File: src/rtl/jtp_pkg.sv
package jtp_pkg;

  typedef struct packed {
    logic load;     // register a new sample this cycle
    logic toneNeg;  // tone at its negative peak
    logic lowStep;  // second half: subtract one LSB
    logic zero;     // black mode in force for this sample
  } jtpStrobes_t;

endpackage

File: src/rtl/jtp_control.sv
module jtp_control
  import jtp_pkg::*;
#(
  parameter int CYCLE_LEN   = 192,
  parameter int TONE_PERIOD = 4
) (
  input  logic        clk,
  input  logic        rstN,
  input  logic        sampleStrobe,
  input  logic        restart,
  input  logic        blackReq,
  output jtpStrobes_t strobes,
  output logic        leftValid,
  output logic        rightValid
);

  localparam int CNT_W    = $clog2(CYCLE_LEN);
  localparam int HALF     = CYCLE_LEN / 2;
  localparam int PAIR_BIT = $clog2(TONE_PERIOD) - 1;
  localparam logic [CNT_W-1:0] LAST_IDX = CNT_W'(CYCLE_LEN - 1);
  localparam logic [CNT_W-1:0] HALF_IDX = CNT_W'(HALF);

  logic [CNT_W-1:0] sampleIdx;
  logic             activeBlack;
  logic             accept;
  logic             atStart;

  assign accept  = sampleStrobe && !leftValid && !restart;
  assign atStart = (sampleIdx == '0);

  always_comb begin
    strobes.load    = accept;
    strobes.toneNeg = !sampleIdx[PAIR_BIT];
    strobes.lowStep = (sampleIdx >= HALF_IDX);
    strobes.zero    = atStart ? blackReq : activeBlack;
  end

  always_ff @(posedge clk) begin
    if (!rstN) begin
      sampleIdx   <= '0;
      activeBlack <= 1'b0;
      leftValid   <= 1'b0;
      rightValid  <= 1'b0;
    end else begin
      leftValid  <= accept;
      rightValid <= leftValid;
      if (restart) begin
        sampleIdx <= '0;
      end else if (accept) begin
        sampleIdx <= (sampleIdx == LAST_IDX) ? '0 : sampleIdx + 1'b1;
        if (atStart) activeBlack <= blackReq;
      end
    end
  end

  // the sequence position never leaves the cycle
  a_r4_idx_in_range: assert property (@(posedge clk) disable iff (!rstN)
    sampleIdx <= LAST_IDX);

  // an accepted sample at the last index wraps to index 0
  a_r4_wrap: assert property (@(posedge clk) disable iff (!rstN)
    (accept && sampleIdx == LAST_IDX) |=> sampleIdx == '0);

  // the right pulse follows the left pulse
  a_r5_right_follows: assert property (@(posedge clk) disable iff (!rstN)
    leftValid |=> rightValid);

  // the two pulses never overlap
  a_r5_no_overlap: assert property (@(posedge clk) disable iff (!rstN)
    !(leftValid && rightValid));

  // a strobe during the left pulse leaves the position unchanged
  a_r6_busy_ignored: assert property (@(posedge clk) disable iff (!rstN)
    (leftValid && !restart) |=> $stable(sampleIdx));

  // restart returns to index 0 and emits no pulse
  a_r7_restart: assert property (@(posedge clk) disable iff (!rstN)
    restart |=> (sampleIdx == '0) && !leftValid);

  // the mode changes only when an index-0 sample is taken
  a_r9_mode_at_start: assert property (@(posedge clk) disable iff (!rstN)
    !(accept && atStart) |=> $stable(activeBlack));

endmodule

File: src/rtl/jtp_datapath.sv
module jtp_datapath
  import jtp_pkg::*;
#(
  parameter int SAMPLE_W = 24
) (
  input  logic                clk,
  input  logic                rstN,
  input  jtpStrobes_t         strobes,
  output logic [SAMPLE_W-1:0] sampleData
);

  localparam logic [SAMPLE_W-1:0] TONE_POS = SAMPLE_W'(1) << (SAMPLE_W - 2);
  localparam logic [SAMPLE_W-1:0] TONE_NEG = ~TONE_POS + SAMPLE_W'(1);
  localparam logic [SAMPLE_W-1:0] LOW_ONES = (SAMPLE_W'(1) << (SAMPLE_W - 2)) - SAMPLE_W'(1);

  logic [SAMPLE_W-1:0] toneVal;
  logic [SAMPLE_W-1:0] nextVal;

  always_comb begin
    toneVal = strobes.toneNeg ? TONE_NEG : TONE_POS;
    nextVal = toneVal - (strobes.lowStep ? SAMPLE_W'(1) : SAMPLE_W'(0));
    if (strobes.zero) nextVal = '0;
  end

  always_ff @(posedge clk) begin
    if (!rstN) begin
      sampleData <= '0;
    end else if (strobes.load) begin
      sampleData <= nextVal;
    end
  end

  // the sample holds between loads
  a_r5_data_stable: assert property (@(posedge clk) disable iff (!rstN)
    !strobes.load |=> $stable(sampleData));

  // a black sample is all zeros
  a_r8_black_zero: assert property (@(posedge clk) disable iff (!rstN)
    (strobes.load && strobes.zero) |=> sampleData == '0);

  // second-half samples carry all-ones low bits
  a_r3_low_ones: assert property (@(posedge clk) disable iff (!rstN)
    (strobes.load && strobes.lowStep && !strobes.zero) |=>
      sampleData[SAMPLE_W-3:0] == LOW_ONES[SAMPLE_W-3:0]);

  // first-half samples carry all-zero low bits
  a_r2_low_zeros: assert property (@(posedge clk) disable iff (!rstN)
    (strobes.load && !strobes.lowStep && !strobes.zero) |=>
      sampleData[SAMPLE_W-3:0] == '0);

endmodule

File: src/rtl/jtest_pattern_gen.sv
module jtest_pattern_gen
  import jtp_pkg::*;
#(
  parameter int SAMPLE_W    = 24,
  parameter int CYCLE_LEN   = 192,
  parameter int TONE_PERIOD = 4
) (
  input  logic                clk,
  input  logic                rstN,
  input  logic                sampleStrobe,
  input  logic                restart,
  input  logic                blackReq,
  output logic [SAMPLE_W-1:0] sampleData,
  output logic                leftValid,
  output logic                rightValid
);

  jtpStrobes_t strobes;

  jtp_control #(
    .CYCLE_LEN  (CYCLE_LEN),
    .TONE_PERIOD(TONE_PERIOD)
  ) u_control (
    .clk         (clk),
    .rstN        (rstN),
    .sampleStrobe(sampleStrobe),
    .restart     (restart),
    .blackReq    (blackReq),
    .strobes     (strobes),
    .leftValid   (leftValid),
    .rightValid  (rightValid)
  );

  jtp_datapath #(
    .SAMPLE_W(SAMPLE_W)
  ) u_datapath (
    .clk       (clk),
    .rstN      (rstN),
    .strobes   (strobes),
    .sampleData(sampleData)
  );

endmodule

File: config.mk
export PLATFORM = sky130hd
export DESIGN_NAME = jtest_pattern_gen
export DESIGN_NICKNAME = d
export VERILOG_FILES = /design/src/rtl/jtp_pkg.sv /design/src/rtl/jtp_control.sv /design/src/rtl/jtp_datapath.sv /design/src/rtl/jtest_pattern_gen.sv
export SDC_FILE = /design/constraint.sdc
export NUM_CORES = 1
export LEC_CHECK = 0
export BUFFER_PORTS_ARGS = -buffer_cell sky130_fd_sc_hd__buf_2
export CAP_MARGIN = 10
export CORE_MARGIN = 4
export CORE_UTILIZATION = 47
export CTS_CLUSTER_SIZE = 10
export DETAILED_ROUTE_END_ITERATION = 12
export GPL_TIMING_DRIVEN = 0
export PLACE_DENSITY = 0.77
export SYNTH_ARGS = -nofsm -noshare
export SYNTH_HDL_FRONTEND = slang
export SYNTH_SLANG_ARGS = --single-unit
File: constraint.sdc
create_clock -name clk -period 1.6 [get_ports clk]
set_input_delay 0.08 -clock clk [delete_from_list [all_inputs] [get_ports clk]]
set_output_delay 0.08 -clock clk [all_outputs]
set_load 0.1 [all_outputs]
# ---- Word-level counts from Yosys, hierarchy flattened
# Index checks and enable logic that the tools add are counted.
dict set report word_totals {
  regBits 35
  latchBits 0
  ramBits 0
  romBits 0
  input_bits 5
  output_inout_bits 26
  memories 0
}
dict set report op_classes {
  addsub 2
  multipliers 0
  div 0
  magnitude_cmp 1
  eq_ne 1
  shift 0
  n_mux 5
  n_bitwise 2
  n_reduce_logical 7
}
# op n
set ops {}
lappend ops {{24-bit 2-to-1 mux} 2}
lappend ops {{24-bit subtractor} 1}
lappend ops {{8-bit by 1-bit adder with 8-bit output (second input constant)} 1}
lappend ops {{8-bit == test (second input constant)} 1}
lappend ops {{8-bit by 7-bit greater-or-equal comparator with 1-bit output (second input constant)} 1}
lappend ops {{8-bit zero test} 1}
lappend ops {{8-bit 2-to-1 mux} 1}
lappend ops {{1-bit logical AND} 2}
lappend ops {{1-bit zero test} 2}
lappend ops {{1-bit 2-to-1 mux} 2}
lappend ops {{1-bit inverter} 2}
lappend ops {{2-bit AND reduction} 1}
lappend ops {{2-bit OR reduction} 1}

# ---- Depth between registers and ports, before layout
# Gate-level depths: netlist of the first run.
dict set report logic_depth {
  depth_word 4
  depth_mapped 5
}

# ---- Hierarchy
# A second synthesis of the first run with hierarchy kept.
dict set report hier_totals {
  cells_unflattened 101
  hier_area_um2 863.3
}
# mod n_inst cells_each area_per_inst_um2
set modules_own_cells {}
lappend modules_own_cells {jtp_control 1 68 579.3}
lappend modules_own_cells {jtp_datapath 1 33 284.0}

# ---- Worst setup path before layout of the first run
# Ideal clock, no wire load.
dict set report synth_path {
  path_kind {register -> register}
  from {reg u_control.leftValid}
  to {reg u_control.sampleIdx[5]}
  setup_ns 0.070
  arrival_ns 1.885
  required_time_ns 1.530
  slack_ns -0.355
  path_stages_with_launch 5
  n_path_buf 1
  path_cell_list {dfxtp_1 -> or3b_1 -> buf_2 -> or4_1 -> a21oi_1}
}
dict set report synth_via {
  elab_chain_len 3
}
# item line_no
set synth_lines {}
lappend synth_lines {{start, declared} jtp_control.sv:13} ;# output logic leftValid,
lappend synth_lines {{start signal, assigned} jtp_control.sv:45} ;# leftValid <= accept;
lappend synth_lines {{1-bit zero test} jtp_control.sv:28} ;# assign accept = sampleStrobe && !leftValid && !restart;
lappend synth_lines {{1-bit logical AND (2 in a row)} jtp_control.sv:28}
lappend synth_lines {{end signal, assigned} jtp_control.sv:50} ;# sampleIdx <= (sampleIdx == LAST_IDX) ? '0 : sampleIdx + 1'b1;
lappend synth_lines {{end, declared} jtp_control.sv:23} ;# logic [CNT_W-1:0] sampleIdx;
# No other way between the ends.
# A chain may end at the register's enable or synchronous reset.

# ---- Worst setup path in the final report of the first run
dict set report layout_path {
  from {reg u_control.sampleIdx[1]}
  to {reg u_control.activeBlack}
}
dict set report layout_via {
  elab_chain_len 2
}
# item line_no
set layout_lines {}
lappend layout_lines {{8-bit zero test} jtp_control.sv:29} ;# assign atStart = (sampleIdx == '0);
lappend layout_lines {{1-bit 2-to-1 mux} n/a}
lappend layout_lines {{end signal, assigned} jtp_control.sv:51} ;# if (atStart) activeBlack <= blackReq;
lappend layout_lines {{end, declared} jtp_control.sv:24} ;# logic activeBlack;
# No other way between the ends.

==> impl_results.rst, run 1 <==
.. list-table::
   :header-rows: 1

   * - Metric
     - Value
   * - Worst setup path startpoint
     - u_control.sampleIdx[1]
   * - CP Cell Sequence
     - inv_2 -> ha_1 -> or4b_4 -> nor3_4 -> mux2i_1
   * - Leading cell type in the layout, fill and taps excluded
     - sky130_fd_sc_hd__buf_2
   * - Unrepaired setup endpoints after global routing
     - no
   * - Chip Height
     - 50.36 µm
   * - Detail-routed net length per standard cell
     - between 10 and 15 µm
   * - Setup repair bufs after CTS
     - 0
   * - Area used by multi-input combinational logic
     - 412.9 µm²
   * - FILL cells
     - 147
   * - Count of port buffers added during placement
     - 29
   * - Largest driver fanout on the critical path
     - 4
   * - Avg Inst Size Synth
     - 8.518 µm²
   * - R2R cell count
     - 5
   * - Maximum Capacitance Violations
     - 0
   * - Routing usage on met2
     - 24.35%
   * - Number of search-and-repair iterations in the first detailed-routing pass
     - 4
   * - Flops & latches, synth
     - 14
   * - Root buffer selected by CTS
     - sky130_fd_sc_hd__clkbuf_4
   * - Final Skew
     - 0.001806 ns
   * - Library cell with the largest summed area after synthesis
     - sky130_fd_sc_hd__dfxtp_1
   * - Clock period minus final worst setup slack
     - roughly 1.5 ns
   * - Total number of clock tree sinks
     - 14
   * - Met3 Resource Use GR
     - 5.341%
   * - Post-DP HPWL
     - 1303 µm
   * - Largest net degree at the start of global routing
     - 24
   * - Post-synthesis cell type count
     - 31
   * - Power per cell area
     - 654.6 nW/µm²
   * - Hold-fix buffers, CTS
     - 0
   * - Hold slack final
     - between 0.05 and 0.06 ns
   * - Synth top area share
     - 33.23%
   * - Proportion of layout cells with a drive suffix above 1
     - 51.15%
   * - Final max-slew violation count
     - 0
   * - Vias in the first global route
     - 660
   * - Initial Util
     - 49.38%
   * - Pleak
     - 0.5223 nW
   * - Endpoint of the worst register-to-register path
     - u_control.activeBlack
   * - Clk Latency, worst-skew pair
     - 0.29 ns
   * - Layout Area Growth over Synthesis
     - 29.53%
   * - Instance count along the most critical hold path
     - 3
   * - Antenna violations before repair
     - 0
   * - Slew at the pin with the worst max-slew slack
     - 0.4896 ns
   * - X dimension of the die
     - between 50 and 60 µm
   * - Clock tree from TritonCTS
     - built
   * - Max-Slew Margin vs Limit
     - 67.58%
   * - Final Wtd Congestion
     - a little under 0.9
   * - Setup tns final
     - 0 ns
   * - Total Die Area
     - 2536 µm²
   * - Count of flip-flops with a built-in enable after synthesis
     - 0
   * - Upper clock frequency limit
     - 0.6557 GHz
   * - Placed Instance Area
     - 1025 µm²
   * - Outcome
     - finished, final reports clean
   * - Power after layout
     - 0.0007150 W
   * - Ant diodes
     - 0
   * - TritonCTS Buffers
     - 3
   * - Synth Instances
     - 99
   * - Via count
     - 796
   * - Footprint of the flip-flops and latches
     - about 290 µm²
   * - Total routing resource utilization after global routing
     - 14.99%
   * - Total count of hold-check failures in the final report
     - 0
   * - Vias per Instance
     - ~5.1
   * - Met1 track demand over resource in global routing
     - 16.30%
   * - Post-route ant nets
     - 0
   * - Seq/Total Area, Yosys
     - 33.23%
   * - Max IR drop VDD
     - 0.5282 mV
   * - Clock tree buffer depth
     - 2
   * - Worst EP arrival
     - 1.75 ns
   * - Most frequent cells in the layout
     - sky130_fd_sc_hd__buf_2, sky130_fd_sc_hd__buf_4, sky130_fd_sc_hd__dfxtp_1
   * - Worst Min Path Start
     - blackReq
   * - # IOs
     - 31
   * - Period utilization
     - about 95%
   * - Worst Setup End Kind
     - register
   * - Most utilized layer in the global route result
     - met2
   * - Final layout net count
     - 139
   * - Ys Warns
     - 0
   * - Total DRC errors in the routed layout
     - 0
   * - Crit-path max cell delay
     - 0.50 ns
   * - Wire length of the first global-routing pass
     - 2884 µm
   * - Cell with the biggest individual delay on the critical path
     - sky130_fd_sc_hd__or4b_4
   * - Number of H-tree levels
     - 1
   * - Final Instance Area
     - approximately 1100 µm²
   * - Worst Setup Start Kind
     - register
   * - Initial detailed-routing violation count
     - 13
   * - Summed instance area of the synthesized netlist
     - 843.3 µm²
   * - Net count of the mapped netlist
     - roughly 110
   * - Clock slew seen by the registers of the worst setup and hold paths
     - roughly 0.090 ns
   * - Setup violations, final
     - 0
   * - Terminating pin of the worst hold path
     - u_control.activeBlack
   * - Startpoint-to-endpoint class of the critical path
     - register to register
   * - Largest cells by area after synthesis
     - sky130_fd_sc_hd__dfxtp_1, sky130_fd_sc_hd__buf_4, sky130_fd_sc_hd__a21oi_1
   * - Num rows
     - 15
   * - Fraction of registers with async set or reset after synthesis
     - 0%
   * - Most used flip-flop cell after synthesis
     - sky130_fd_sc_hd__dfxtp_1
   * - Data required, critical path
     - ~1.8 ns
   * - Total Routed Length
     - ~1900 µm
   * - Slack of the worst reg-to-reg path
     - between 0.07 and 0.08 ns
   * - Overall overflow remaining after global route
     - 0
   * - Worst hold-check path type
     - primary input to register
   * - Reg-to-Reg Start
     - u_control.sampleIdx[1]
   * - Floorplan Core Area
     - 1708 µm²
   * - Core utilization of the finished layout
     - around 64%
-- final cells by class --
| type | instances | area share (%) |
|---|---|---|
| timing repair buffer | 29 | 13.29 |
| sequential | 14 | 26.12 |
| inverter | 4 | 1.375 |
| clock buffer | 4 | 3.322 |
| buffer | 23 | 15.23 |
| tap | 25 | 2.864 |
| multi-input combinational | 57 | 37.80 |
-- state kept, by name, summed over array words and instances, names as in the netlist --
| signal | count |
|---|---|
| u_control.activeBlack | 1 |
| u_control.leftValid | 1 |
| u_datapath.sampleData | 3 |
| u_control.rightValid | 1 |
| u_control.sampleIdx | 8 |
-- critical path, delay by kind of cell, from the launching register on --
family                     cells  cell delay, ns
muxes                          1            0.19
DFF                            1            0.35
buffers and inverters          1            0.08
adders and majority gates      1            0.13
and+or+nand+nor                2            0.71
-- cells in the mapped netlist (3+ instances only) --
master                    number
sky130_fd_sc_hd__a21oi_1       7
sky130_fd_sc_hd__buf_4        21
sky130_fd_sc_hd__dfxtp_1      14
sky130_fd_sc_hd__inv_1         4
sky130_fd_sc_hd__nand2_1       5
sky130_fd_sc_hd__nand3_1       5
sky130_fd_sc_hd__o21ai_0       6
sky130_fd_sc_hd__o31ai_1       4
sky130_fd_sc_hd__or3_1         4
sky130_fd_sc_hd__or4_1         3
-- metrics by stage --
step / std cells / setup slack (ns)
floorplan: 99 / -0.02435
global placement: 153 / 0.02189
detailed placement: 153 / -0.02348
CTS: 157 / 0.01473
global route: 156 / 0.005322
finish: 156 / 0.07494
-- routing by layer --
layer | vias up | wire (µm)
met5 | - | 0
met4 | 0 | 42
met3 | 6 | 198
met2 | 45 | 832
met1 | 346 | 791
li1 | 399 | -
-- logic make-up (layout without fill, tap and decap cells) --
logic type	Yosys count	after routing	share of synthesized area, %
compound gates	22	22	16.02
mux	2	2	2.374
simple gates	31	31	23.44
flops	14	14	33.23
fa+ha+maj	2	2	2.967
buf+inv	28	60	21.96
-- how the worst max path moves through the flow --
stage,slack (ns),endpoint
after CTS,0.01,u_control.sampleIdx[5]
after global routing,0.005,sampleData[8]
final,0.07,u_control.activeBlack
after floorplan,-0.02,u_control.sampleIdx[5]
after detailed placement,-0.02,u_control.activeBlack
after global placement,0.02,u_control.activeBlack
-- power by group --
| part | switching [W] | internal [W] |
|---|---|---|
| logic | 0.0000651 | 0.0000265 |
| clock network | 0.000125 | 0.000139 |
| registers | 0.00000506 | 0.000355 |
-- what timing repair did --
item / 4_1_cts / 5_1_grt
pin swaps: 1 / 0
endpoints found under the setup margin: 3 / 7
gates resized for setup: 3 / 10
Power figures use the tool's default switching activity.
==> run 2, diff against run 1 <==
Settings changed: CTS_BUF_LIST set to sky130_fd_sc_hd__clkbuf_16.
==> run 2 against run 1 <==
  * Final cell count unchanged
  * Register-to-register slack hardly changed
  * Sequential cell count did not move
  * Maximum frequency is 0.80% higher
  * Largest power group is now clock
==> impl_results.rst, run 2 (same netlist as run 1, synthesis figures left out) <==
.. list-table::
   :header-rows: 1

   * - Metric
     - Value
   * - Overall overflow remaining after global route
     - 0
   * - Maximum Capacitance Violations
     - 0
   * - Outcome
     - finished, final reports clean
   * - Unrepaired setup endpoints after global routing
     - no
   * - Total number of clock tree sinks
     - 14
   * - Most flop-heavy register
     - u_control.sampleIdx
   * - Reg-to-Reg Start
     - u_control.leftValid
   * - Floorplan Core Area
     - 1708 µm²
   * - Largest net degree at the start of global routing
     - 24
   * - Num rows
     - 15
   * - Number of H-tree levels
     - 1
   * - Max IR drop VDD
     - 0.5943 mV
   * - Chip Height
     - 50.36 µm
   * - Antenna violations before repair
     - 0
   * - Worst Setup End Kind
     - register
   * - Slew at the pin with the worst max-slew slack
     - 0.4896 ns
   * - Final layout net count
     - between 100 and 150
   * - Area used by multi-input combinational logic
     - 409.1 µm²
   * - Highest metal layer used by the detailed router
     - met4
   * - FILL cells
     - between 100 and 150
   * - Layout Area Growth over Synthesis
     - 34.12%
   * - Vias in the first global route
     - 663
   * - Instance count along the most critical hold path
     - 3
   * - CP Cell Sequence
     - or3b_4 -> or4_1 -> a21oi_2
   * - Worst Min Path Start
     - blackReq
   * - Fraction of power consumed by the clock network
     - 51.0%
   * - Most frequent cells in the layout
     - sky130_fd_sc_hd__buf_2, sky130_fd_sc_hd__buf_4, sky130_fd_sc_hd__dfxtp_1, sky130_fd_sc_hd__a21oi_1
   * - Count of port buffers added during placement
     - 29
   * - Detail Route met3 WL
     - 164 µm
   * - Setup repair bufs after CTS
     - 0
   * - Max-Slew Margin vs Limit
     - 67.58%
   * - Cell with the biggest individual delay on the critical path
     - sky130_fd_sc_hd__or4_1
   * - Total DRC errors in the routed layout
     - 0
   * - Worst EP arrival
     - between 1.5 and 2 ns
   * - Net switching power of the design
     - ~0.00021 W
   * - Sequential group share of total power
     - 39.2%
   * - Clock slew seen by the registers of the worst setup and hold paths
     - roughly 0.05 ns
   * - Via count
     - 784
   * - Final max-slew violation count
     - 0
   * - Share of power burned in combinational logic
     - approximately a tenth
   * - Proportion of layout cells with a drive suffix above 1
     - 49.62%
   * - Detail-routed net length per standard cell
     - 11.33 µm
   * - Leading cell type in the layout, fill and taps excluded
     - sky130_fd_sc_hd__buf_2
   * - # IOs
     - 31
   * - Ant diodes
     - 0
   * - Switching power as a share of total power
     - 22.74%
   * - Clock tree from TritonCTS
     - built
   * - Non-Filler Instances
     - 156
   * - Power per cell area
     - 815.9 nW/µm²
   * - Pleak
     - about 0.54 nW
   * - Hold-fix buffers, CTS
     - 0
   * - Routed length on met1
     - about 800 µm
   * - Total Routed Length
     - approximately 1800 µm
   * - Number of search-and-repair iterations in the first detailed-routing pass
     - 4
   * - Internal cell power
     - 0.0007130 W
   * - Startpoint-to-endpoint class of the critical path
     - register to register
   * - Clk Latency, worst-skew pair
     - 0.24 ns
   * - Period utilization
     - 94.56%
   * - Buf+Inv Stages, Crit Path
     - 0
   * - Terminating pin of the worst hold path
     - u_control.activeBlack
   * - Total instance count after detailed placement
     - roughly 150
   * - Post-route ant nets
     - 0
   * - Final Wtd Congestion
     - 0.8753
   * - Wire length of the first global-routing pass
     - 2801 µm
   * - X dimension of the die
     - 50.36 µm
   * - Vias per Instance
     - between 5 and 6
   * - Total count of hold-check failures in the final report
     - 0
   * - Largest delay share family, worst path
     - simple AND/OR/NAND/NOR gates
   * - Slack of the worst reg-to-reg path
     - between 0.08 and 0.09 ns
   * - Data required, critical path
     - 1.78 ns
   * - Endpoint of the worst register-to-register path
     - u_control.sampleIdx[5]
   * - TritonCTS Buffers
     - 3
   * - Top flop regs
     - u_control.sampleIdx: 8 flops, u_datapath.sampleData: 3 flops
   * - R2R cell count
     - 3
   * - Footprint of the flip-flops and latches
     - 285.3 µm²
   * - Total Die Area
     - between 2000 and 3000 µm²
   * - Detail Route met2 WL
     - 771 µm
   * - Setup tns final
     - 0 ns
   * - Crit-path max cell delay
     - approximately 0.54 ns
   * - Worst hold-check path type
     - primary input to register
   * - Clock period minus final worst setup slack
     - roughly 1.5 ns
   * - Setup violations, final
     - 0
   * - Largest driver fanout on the critical path
     - 7
   * - Upper clock frequency limit
     - approximately 0.66 GHz
   * - Worst Setup Start Kind
     - register
   * - Post-DP HPWL
     - between 1000 and 1500 µm
   * - Root buffer selected by CTS
     - sky130_fd_sc_hd__clkbuf_16
   * - Total routing resource utilization after global routing
     - 14.12%
   * - Initial Util
     - 49.38%
   * - Number of flip-flops under the largest register name
     - 8
   * - Initial detailed-routing violation count
     - 15
   * - Final Skew
     - 0.001664 ns
   * - Clock tree buffer depth
     - 2
[run 2: power groups by stage]
stage	clock, W	sequential [W]	combinational [W]
3_3_place_gp	0	0.000368	0.0000836
4_1_cts	0.000478	0.000361	0.0000876
6_report	0.000471	0.000361	0.0000905
3_5_place_dp	0	0.000368	0.0000851
5_1_grt	0.000500	0.000362	0.0000965
2_1_floorplan	0	0.000401	0.0000338
[run 2: worst max path at each step]
stage	endpoint	depth (start not counted)	from
final	u_control.sampleIdx[5]	3	u_control.leftValid
after global routing	u_control.activeBlack	5	u_control.sampleIdx[0]
after CTS	u_control.sampleIdx[7]	4	u_control.leftValid
after detailed placement	u_control.activeBlack	5	u_control.sampleIdx[1]
after global placement	u_control.activeBlack	5	u_control.sampleIdx[1]
after floorplan	u_control.sampleIdx[5]	4	u_control.leftValid
[run 2: cell type report]
cell class	instances	area share, %
multi-input combinational	57	36.17
sequential	14	25.22
buffer	23	14.71
timing repair buffer	29	12.83
clock buffer	3	6.637
tap	25	2.765
inverter	4	1.327
clock inverter	1	0.3319
[run 2: per-stage QoR]
stage          setup WS (ns)  area (µm²)  utilization, %  total power [W]  hold WS (ns)
2_1_floorplan       -0.02435       848.3               -        0.0004345        0.2221
3_3_place_gp         0.02189        1025           60.00        0.0004512        0.3522
3_5_place_dp        -0.02348        1025           60.00        0.0004531        0.3627
4_1_cts             0.004462        1114           65.20        0.0009274        0.1080
5_1_grt              0.01615        1131           66.23        0.0009585        0.1118
6_report             0.08700        1131           66.23        0.0009228        0.1086
[run 2: routing by layer]
layer / vias up / GRT usage [%]
li1: 399 / -
met1: 342 / 15.73
met2: 39 / 23.91
met3: 4 / 4.451
met4: 0 / 7.175
met5: - / 0
[run 2: repair_timing]
item	4_1_cts	5_1_grt
pin swaps	0	0
endpoints found under the setup margin	3	7
resized for setup	3	9
[run 2: worst reg2reg max path, cell delays in order (launching register included)]
cell                      delay [ns]
sky130_fd_sc_hd__dfxtp_4        0.35
sky130_fd_sc_hd__or3b_4         0.41
sky130_fd_sc_hd__or4_1          0.54
sky130_fd_sc_hd__a21oi_2        0.15
